$ cat src/rtl/pmu_pkg.sv
package pmu_pkg;

    localparam int ADDR_W_DEF = 16;
    localparam int DATA_W_DEF = 8;
    localparam int PID_W_DEF  = 8;
    localparam int PAGE_W_DEF = 3;

    // Decoded store command for one bus cycle
    typedef struct packed {
        logic table_we;
        logic pid_we;
        logic refused;
    } store_cmd_t;

    // Power-on map for identifier 0: page 0 moves to page 1, the rest stay
    function automatic logic [PAGE_W_DEF-1:0] boot_page(input int unsigned lp);
        logic [PAGE_W_DEF-1:0] r;
        r = PAGE_W_DEF'(lp);
        if (lp == 0) r = PAGE_W_DEF'(1);
        return r;
    endfunction

endpackage

$ cat src/rtl/pmu_decode.sv
module pmu_decode
    import pmu_pkg::*;
#(
    parameter int ADDR_W = ADDR_W_DEF,
    parameter int PAGE_W = PAGE_W_DEF,
    parameter int SEL_BIT = 11
) (
    input  logic [ADDR_W-1:0] addr,
    input  logic              wr,
    input  logic              phase,
    input  logic              pid_sel,
    input  logic              user,
    output store_cmd_t        cmd,
    output logic [PAGE_W-1:0] lpage,
    output logic              bypass
);
    localparam int TOP = ADDR_W - 1;
    localparam int PG_LO = TOP - PAGE_W;

    logic strobe;
    logic table_hit;
    logic pid_hit;

    always_comb begin
        strobe    = wr & phase;
        bypass    = addr[TOP];
        lpage     = addr[TOP-1:PG_LO];
        table_hit = strobe & addr[TOP] & addr[SEL_BIT];
        pid_hit   = strobe & pid_sel;
        cmd.table_we = table_hit & ~user;
        cmd.pid_we   = pid_hit & ~user;
        cmd.refused  = (table_hit | pid_hit) & user;
    end
endmodule

$ cat src/rtl/pmu_ctrl.sv
module pmu_ctrl
    import pmu_pkg::*;
#(
    parameter int PID_W = PID_W_DEF
) (
    input  logic             clk,
    input  logic             rst,
    input  store_cmd_t       cmd,
    input  logic [PID_W-1:0] wdata,
    input  logic             svc_clr,
    output logic [PID_W-1:0] pid,
    output logic             fault
);
    always_ff @(posedge clk) begin
        if (rst || svc_clr) begin
            pid   <= '0;
            fault <= 1'b0;
        end else begin
            if (cmd.pid_we)  pid   <= wdata;
            if (cmd.refused) fault <= 1'b1;
        end
    end
endmodule

$ cat src/rtl/pmu_table.sv
module pmu_table
    import pmu_pkg::*;
#(
    parameter int TAG_W  = PID_W_DEF - 1,
    parameter int PAGE_W = PAGE_W_DEF
) (
    input  logic                    clk,
    input  logic                    rst,
    input  logic                    we,
    input  logic [TAG_W+PAGE_W-1:0] idx,
    input  logic [PAGE_W-1:0]       wpage,
    output logic [PAGE_W-1:0]       rpage
);
    localparam int IDX_W = TAG_W + PAGE_W;
    localparam int DEPTH = 1 << IDX_W;
    localparam int PAGES = 1 << PAGE_W;

    logic [PAGE_W-1:0] mem [DEPTH];

    always_ff @(posedge clk) begin
        if (rst) begin
            for (int i = 0; i < PAGES; i++) mem[i] <= boot_page(i);
        end else if (we) begin
            mem[idx] <= wpage;
        end
    end

    assign rpage = mem[idx];
endmodule

$ cat src/rtl/pidx_map_unit.sv
module pidx_map_unit
    import pmu_pkg::*;
#(
    parameter int ADDR_W = ADDR_W_DEF,
    parameter int DATA_W = DATA_W_DEF,
    parameter int PID_W  = PID_W_DEF,
    parameter int PAGE_W = PAGE_W_DEF
) (
    input  logic              clk,
    input  logic              rst,
    input  logic              phase,
    input  logic [ADDR_W-1:0] addr,
    input  logic [DATA_W-1:0] wdata,
    input  logic              wr,
    input  logic              pid_sel,
    input  logic              svc_clr,
    output logic [PAGE_W-1:0] phys_page,
    output logic              ram_sel,
    output logic              user_mode,
    output logic              fault
);
    localparam int TAG_W = PID_W - 1;

    store_cmd_t        cmd;
    logic [PAGE_W-1:0] lpage;
    logic              bypass;
    logic [PID_W-1:0]  pid;
    logic [PAGE_W-1:0] mapped;

    assign user_mode = pid[PID_W-1];

    pmu_decode #(.ADDR_W(ADDR_W), .PAGE_W(PAGE_W)) u_dec (
        .addr(addr), .wr(wr), .phase(phase), .pid_sel(pid_sel),
        .user(user_mode), .cmd(cmd), .lpage(lpage), .bypass(bypass)
    );

    pmu_ctrl #(.PID_W(PID_W)) u_ctrl (
        .clk(clk), .rst(rst), .cmd(cmd), .wdata(wdata[PID_W-1:0]),
        .svc_clr(svc_clr), .pid(pid), .fault(fault)
    );

    pmu_table #(.TAG_W(TAG_W), .PAGE_W(PAGE_W)) u_tab (
        .clk(clk), .rst(rst), .we(cmd.table_we & ~svc_clr),
        .idx({pid[TAG_W-1:0], lpage}), .wpage(wdata[PAGE_W-1:0]),
        .rpage(mapped)
    );

    always_comb begin
        ram_sel   = ~bypass;
        phys_page = bypass ? lpage : mapped;
    end
endmodule

$ cat config.mk
export PLATFORM = sky130hd
export DESIGN_NAME = pidx_map_unit
export DESIGN_NICKNAME = d
export VERILOG_FILES = /design/src/rtl/pmu_pkg.sv /design/src/rtl/pmu_decode.sv /design/src/rtl/pmu_ctrl.sv /design/src/rtl/pmu_table.sv /design/src/rtl/pidx_map_unit.sv
export SDC_FILE = /design/constraint.sdc
export NUM_CORES = 2
export LEC_CHECK = 0
export ABC_AREA = 0
export BUFFER_PORTS_ARGS = -buffer_cell sky130_fd_sc_hd__buf_2
export CAP_MARGIN = 20
export CORE_UTILIZATION = 50
export DETAILED_ROUTE_END_ITERATION = 10
export PLACE_DENSITY = 0.77
export RECOVER_POWER = 50
export SYNTH_ARGS = -nofsm -noshare
export SYNTH_HDL_FRONTEND = slang
export SYNTH_HIERARCHICAL = 1
export SYNTH_SLANG_ARGS = --single-unit
$ cat constraint.sdc
create_clock -name clk -period 9.34 [get_ports clk]
set_clock_uncertainty 0.15 [all_clocks]
set_input_delay 0.934 -clock clk [delete_from_list [all_inputs] [get_ports clk]]
set_output_delay 0.934 -clock clk [all_outputs]
set_load 0.03 [all_outputs]
Word-level counts from Yosys, hierarchy flattened
Memories as Yosys holds them, arrays and structs flattened.
Cells that the tools add are included.
{ "classes": {"reduce_logical": 2, "bitwise": 12, "n_mux": 10} }
{ "ops": {"columns": ["cell", "count"], "rows": [
  ["$mux W10", 1],
  ["$mux W3", 3],
  ["$and A1 B1 Y1", 8],
  ["$mux W1", 6],
  ["$not A1 Y1", 3],
  ["$reduce_or A3 Y1", 1],
  ["$logic_or A1 B1 Y1", 1],
  ["$or A1 B1 Y1", 1]
]} }
{ "word_totals": {"word_cells": 27, "inputBits": 30, "ramBits": 3072, "memories": 1, "register_bits": 9} }
{ "memory_table": {"columns": ["name", "depth", "word_bits", "read_ports", "rd_ports_with_merged_regs", "wr", "line_no", "source"], "rows": [
  ["u_tab.mem", 1024, 3, 1, 0, 8, "pmu_table.sv:18", "logic [PAGE_W-1:0] mem [DEPTH];"]
]} }

Logic depth before layout (Yosys ltp)
{ "logic_depth": {"word_depth": 10, "ltp_mapped": 15} }

Cells and area by module
Netlist, hierarchy kept.
{ "by_module_without_submodules": {"columns": ["module", "area_each_um2", "instances", "cells_per_inst", "seq_area_each_um2"], "rows": [
  ["pmu_table", 122341.1, 1, 7222, 92248.5],
  ["pmu_ctrl", 322.8, 1, 30, 180.2],
  ["pmu_decode", 72.6, 1, 10, 0.0],
  ["pidx_map_unit", 43.8, 1, 5, 0.0]
]} }

Worst setup path before layout
Ideal clock, no wire load.
{ "synth_timing": {"path_kind": "input port to output port", "from": "input port addr[13]", "to": "output port phys_page[0]", "stages": 12, "arrival_time_ps": 3708, "setup_slack_ps": 4548, "t_required_ps": 8256, "path_cell_list": "buf_4 buf_2 buf_2 clkbuf_1 buf_1 mux4_2 a22oi_1 o2111ai_1 nand3_1 nand4_1 or4_1 mux2_2"} }
{ "synth_between": {"elab_chain_cells": 2} }
{ "synth_rtl": {"columns": ["item", "line_no", "source"], "rows": [
  ["from (decl)", "pidx_map_unit.sv:12", "input logic [ADDR_W-1:0] addr,"],
  ["$mem_v2 Z1024 W3", null, null],
  ["net mapped[0]", "pidx_map_unit.sv:28", "logic [PAGE_W-1:0] mapped;"],
  ["$mux W3", "pidx_map_unit.sv:50", "phys_page = bypass ? lpage : mapped;"],
  ["to (decl)", "pidx_map_unit.sv:17", "output logic [PAGE_W-1:0] phys_page,"]
]} }
The timed path passes the listed nets, and every way through them passes these cells.

==> flow_metrics.tcl <==
set metrics [dict create \
    yosys_warnings 6 \
    antenna_left 0 \
    slew_violations 1660 \
    holdWs_ns 0.0978 \
    die_area_sq_um 248000 \
    post-cts-setup-buffers 0 \
    ios 36 \
    wl_per_cell_um 30.4 \
    final.fill_count 17800 \
    synthesis.area_sq_um 123000 \
    wl_um 323000 \
    status "finished with violations" \
    syn2layout_area_growth_pct 10.4 \
    dp_hpwl_um 180000 \
    nets 7234 \
    slew_headroom -2.76 \
    synth-main-ff-cell "edfxtp_1" \
    cp_slowest_cell "clkbuf_1" \
    pre_cts_ws_ns 2.46 \
    gr-usage-met1 0.340 \
    gr-total-overflow 0 \
    violations "capacitance limit, slew limit" \
    gr-usage-met3 0.0587 \
    routabilityCongestion 0.867 \
    drc 0 \
    startpoint_type "input pin" \
    utilization 0.556 \
    grt_pass1_vias 68100 \
    yosysUniqueCellTypes 60 \
    placementRows 181 \
    fin_area_sq_um 136000 \
    setup_viol 0 \
    max-vdd-ir-drop_v 0.000223 \
    die_x_um 498 \
    cp.arrival_ns 7.52 \
    antenna_found_initial 8 \
    vias 69000 \
    die_height_um 498 \
    rsz0062_at_grt "no" \
    cp_max_fo 164 \
    max_freq_ghz 0.134 \
    drt_iter0_markers 11000 \
    clk_latency_ns 0.94 \
    total_power_mw 27.6 \
    cts-buffers-inserted 305 \
    hp-class "in -> reg" \
    avgSynthCellArea_sq_um 16.9 \
    grt_busiest_layer "met2" \
    cts_hold_buf 0 \
    drive_gt1_frac 0.116 \
    worstPathRequired_ns 9.42 \
    start_util 0.504 \
    critical_path_class "in -> reg" \
    finalCritPeriodShare 0.797 \
    cts_tree "yes" \
    port_buffers 24 \
    path_cells "clkbuf_1 > clkbuf_2" \
    synth_seq_cells 3081 \
    critPathMaxStageDelay_ns 3.58 \
    cts_resized 0 \
    dpl_cell_area_sq_um 126000 \
    worst_pin_slew_ns 5.64 \
    syn_nets 7297 \
    path_delay_family "buffers and inverters" \
    post_layout_nonfiller_instances 10600 \
    hold_viol_final 0 \
    cts_max_level 5 \
    clk_pin_slew_ns 0.06 \
    cp_num_buf_inv 2 \
    grt_max_degree 235 \
    power_density_nw_per_um2 203 \
    cts_buffer_depth 4 \
    grt_pass1_wl_um 462000 \
    core_area_sq_um 244000 \
    yosysSeqAreaShare 0.753 \
    critPathCaptureType "flip-flop" \
    finalSetupTns_ns 0 \
    viasPerCell 6.50 \
    root_buffer "clkbuf_16" \
    use_met2 0.399 \
    p_leak_nw 43.4 \
    maxCapViolCount 17 \
    numClockSinks 3081 \
    placedCellCount 10100 \
    first_pass_iters 8 \
    synth-edff-count 3072 \
    grt_usage 0.256 \
    worst_slack_ns 1.90 \
    syn_inst 7267 \
    async_reset_ff_frac 0 \
    fin_crit_ns 7.44 \
]
==> report_power, final <==
part           internal (mW)  switching, mW  total, mW
Sequential              15.2        0.00412       15.2
Combinational          0.313          0.657      0.969
Clock                   6.45           4.93       11.4
Total                   22.0           5.60       27.6
==> cell families (layout without fill, tap and decap cells) <==
| family | Yosys count | count (layout) | synth area share |
|---|---|---|---|
| other | 0 | 5 | 0 |
| and+or+nand+nor | 1633 | 1633 | 0.0561 |
| AOI/OAI and AO/OA | 673 | 673 | 0.0353 |
| DFF | 3081 | 3081 | 0.753 |
| muxes | 1334 | 1334 | 0.135 |
| buffers and inverters | 546 | 696 | 0.0209 |
==> routing by layer <==
layer,part of all wire,wire [um]
met1,0.35,114000
met2,0.46,150000
met5,0,0
met3,0.13,41900
met4,0.052,16700
==> final cells by class <==
type	instances	area (sq um)	share of cell area
diodes	5	12.5	0.0000923
clock buffers	375	8040	0.0593
clock inverters	145	1030	0.00757
inverters	2	7.51	0.0000554
multi-input cells	3640	28200	0.208
flip-flops and latches	3081	92400	0.682
well taps	3202	4010	0.0295
repair buffers	174	1870	0.0138
==> cells in the final DEF (no fill, tap or decap), types with 43 or more instances in the layout <==
master,n
nor3_1,114
buf_4,95
nor2_1,1143
nor4_1,51
a22oi_1,68
nand2_1,110
edfxtp_1,3072
mux4_2,213
mux2i_1,1060
o21ai_0,74
nand3_1,66
clkbuf_1,77
clkbuf_16,311
nand4_1,43
clkinv_1,70
o22ai_1,449
==> synth_stat cells (all sizes together) (3+ instances only) <==
| cell type | count | area [sq um] |
|---|---|---|
| edfxtp | 3072 | 92200 |
| nor2 | 1146 | 4300 |
| mux2i | 1060 | 10600 |
| o22ai | 449 | 2810 |
| clkbuf | 311 | 1170 |
| mux4 | 244 | 5610 |
| buf | 229 | 1340 |
| nor3 | 116 | 586 |
| nand2 | 115 | 432 |
| nand3 | 93 | 465 |
| o21ai | 74 | 370 |
| a22oi | 69 | 523 |
| nor4 | 51 | 319 |
| nand4 | 43 | 269 |
| mux2 | 30 | 338 |
| o2111ai | 24 | 210 |
| a211oi | 20 | 150 |
| a31oi | 12 | 75.1 |
| or3 | 12 | 75.1 |
| dfxtp | 9 | 180 |
| and2 | 8 | 50.1 |
| nor2b | 8 | 50.1 |
| o21bai | 8 | 60.1 |
| nand2b | 6 | 37.5 |
| or4 | 6 | 46.3 |
| a21oi | 5 | 25.0 |
| nand4b | 5 | 43.8 |
| nor3b | 4 | 40.0 |
| or4b | 4 | 40.0 |
| and3 | 3 | 18.8 |
| nand4bb | 3 | 33.8 |
| o22a | 3 | 26.3 |
| or2 | 3 | 18.8 |
| or4bb | 3 | 33.8 |
==> final timing paths <==
check	start	end	slack (ns)	cells after the start
worst max-delay path	wdata[0]	u_tab/mem[458][0]$_DFFE_PP_	1.90	2
worst max register to register	u_ctrl/pid[7]$_SDFFE_PP0P_	u_tab/mem[120][1]$_DFFE_PP_	2.49	8
worst min register to register	u_ctrl/fault$_SDFFE_PP0P_	u_ctrl/fault$_SDFFE_PP0P_	0.35	2
worst min-delay path	wdata[3]	u_ctrl/pid[3]$_SDFFE_PP0P_	0.1	3
==> sequential cells by signal, indices dropped and copies added (netlist names) <==
name	flops
u_tab/mem	3072
u_ctrl/pid	8
u_ctrl/fault	1
(Power assumes the default switching activity.)
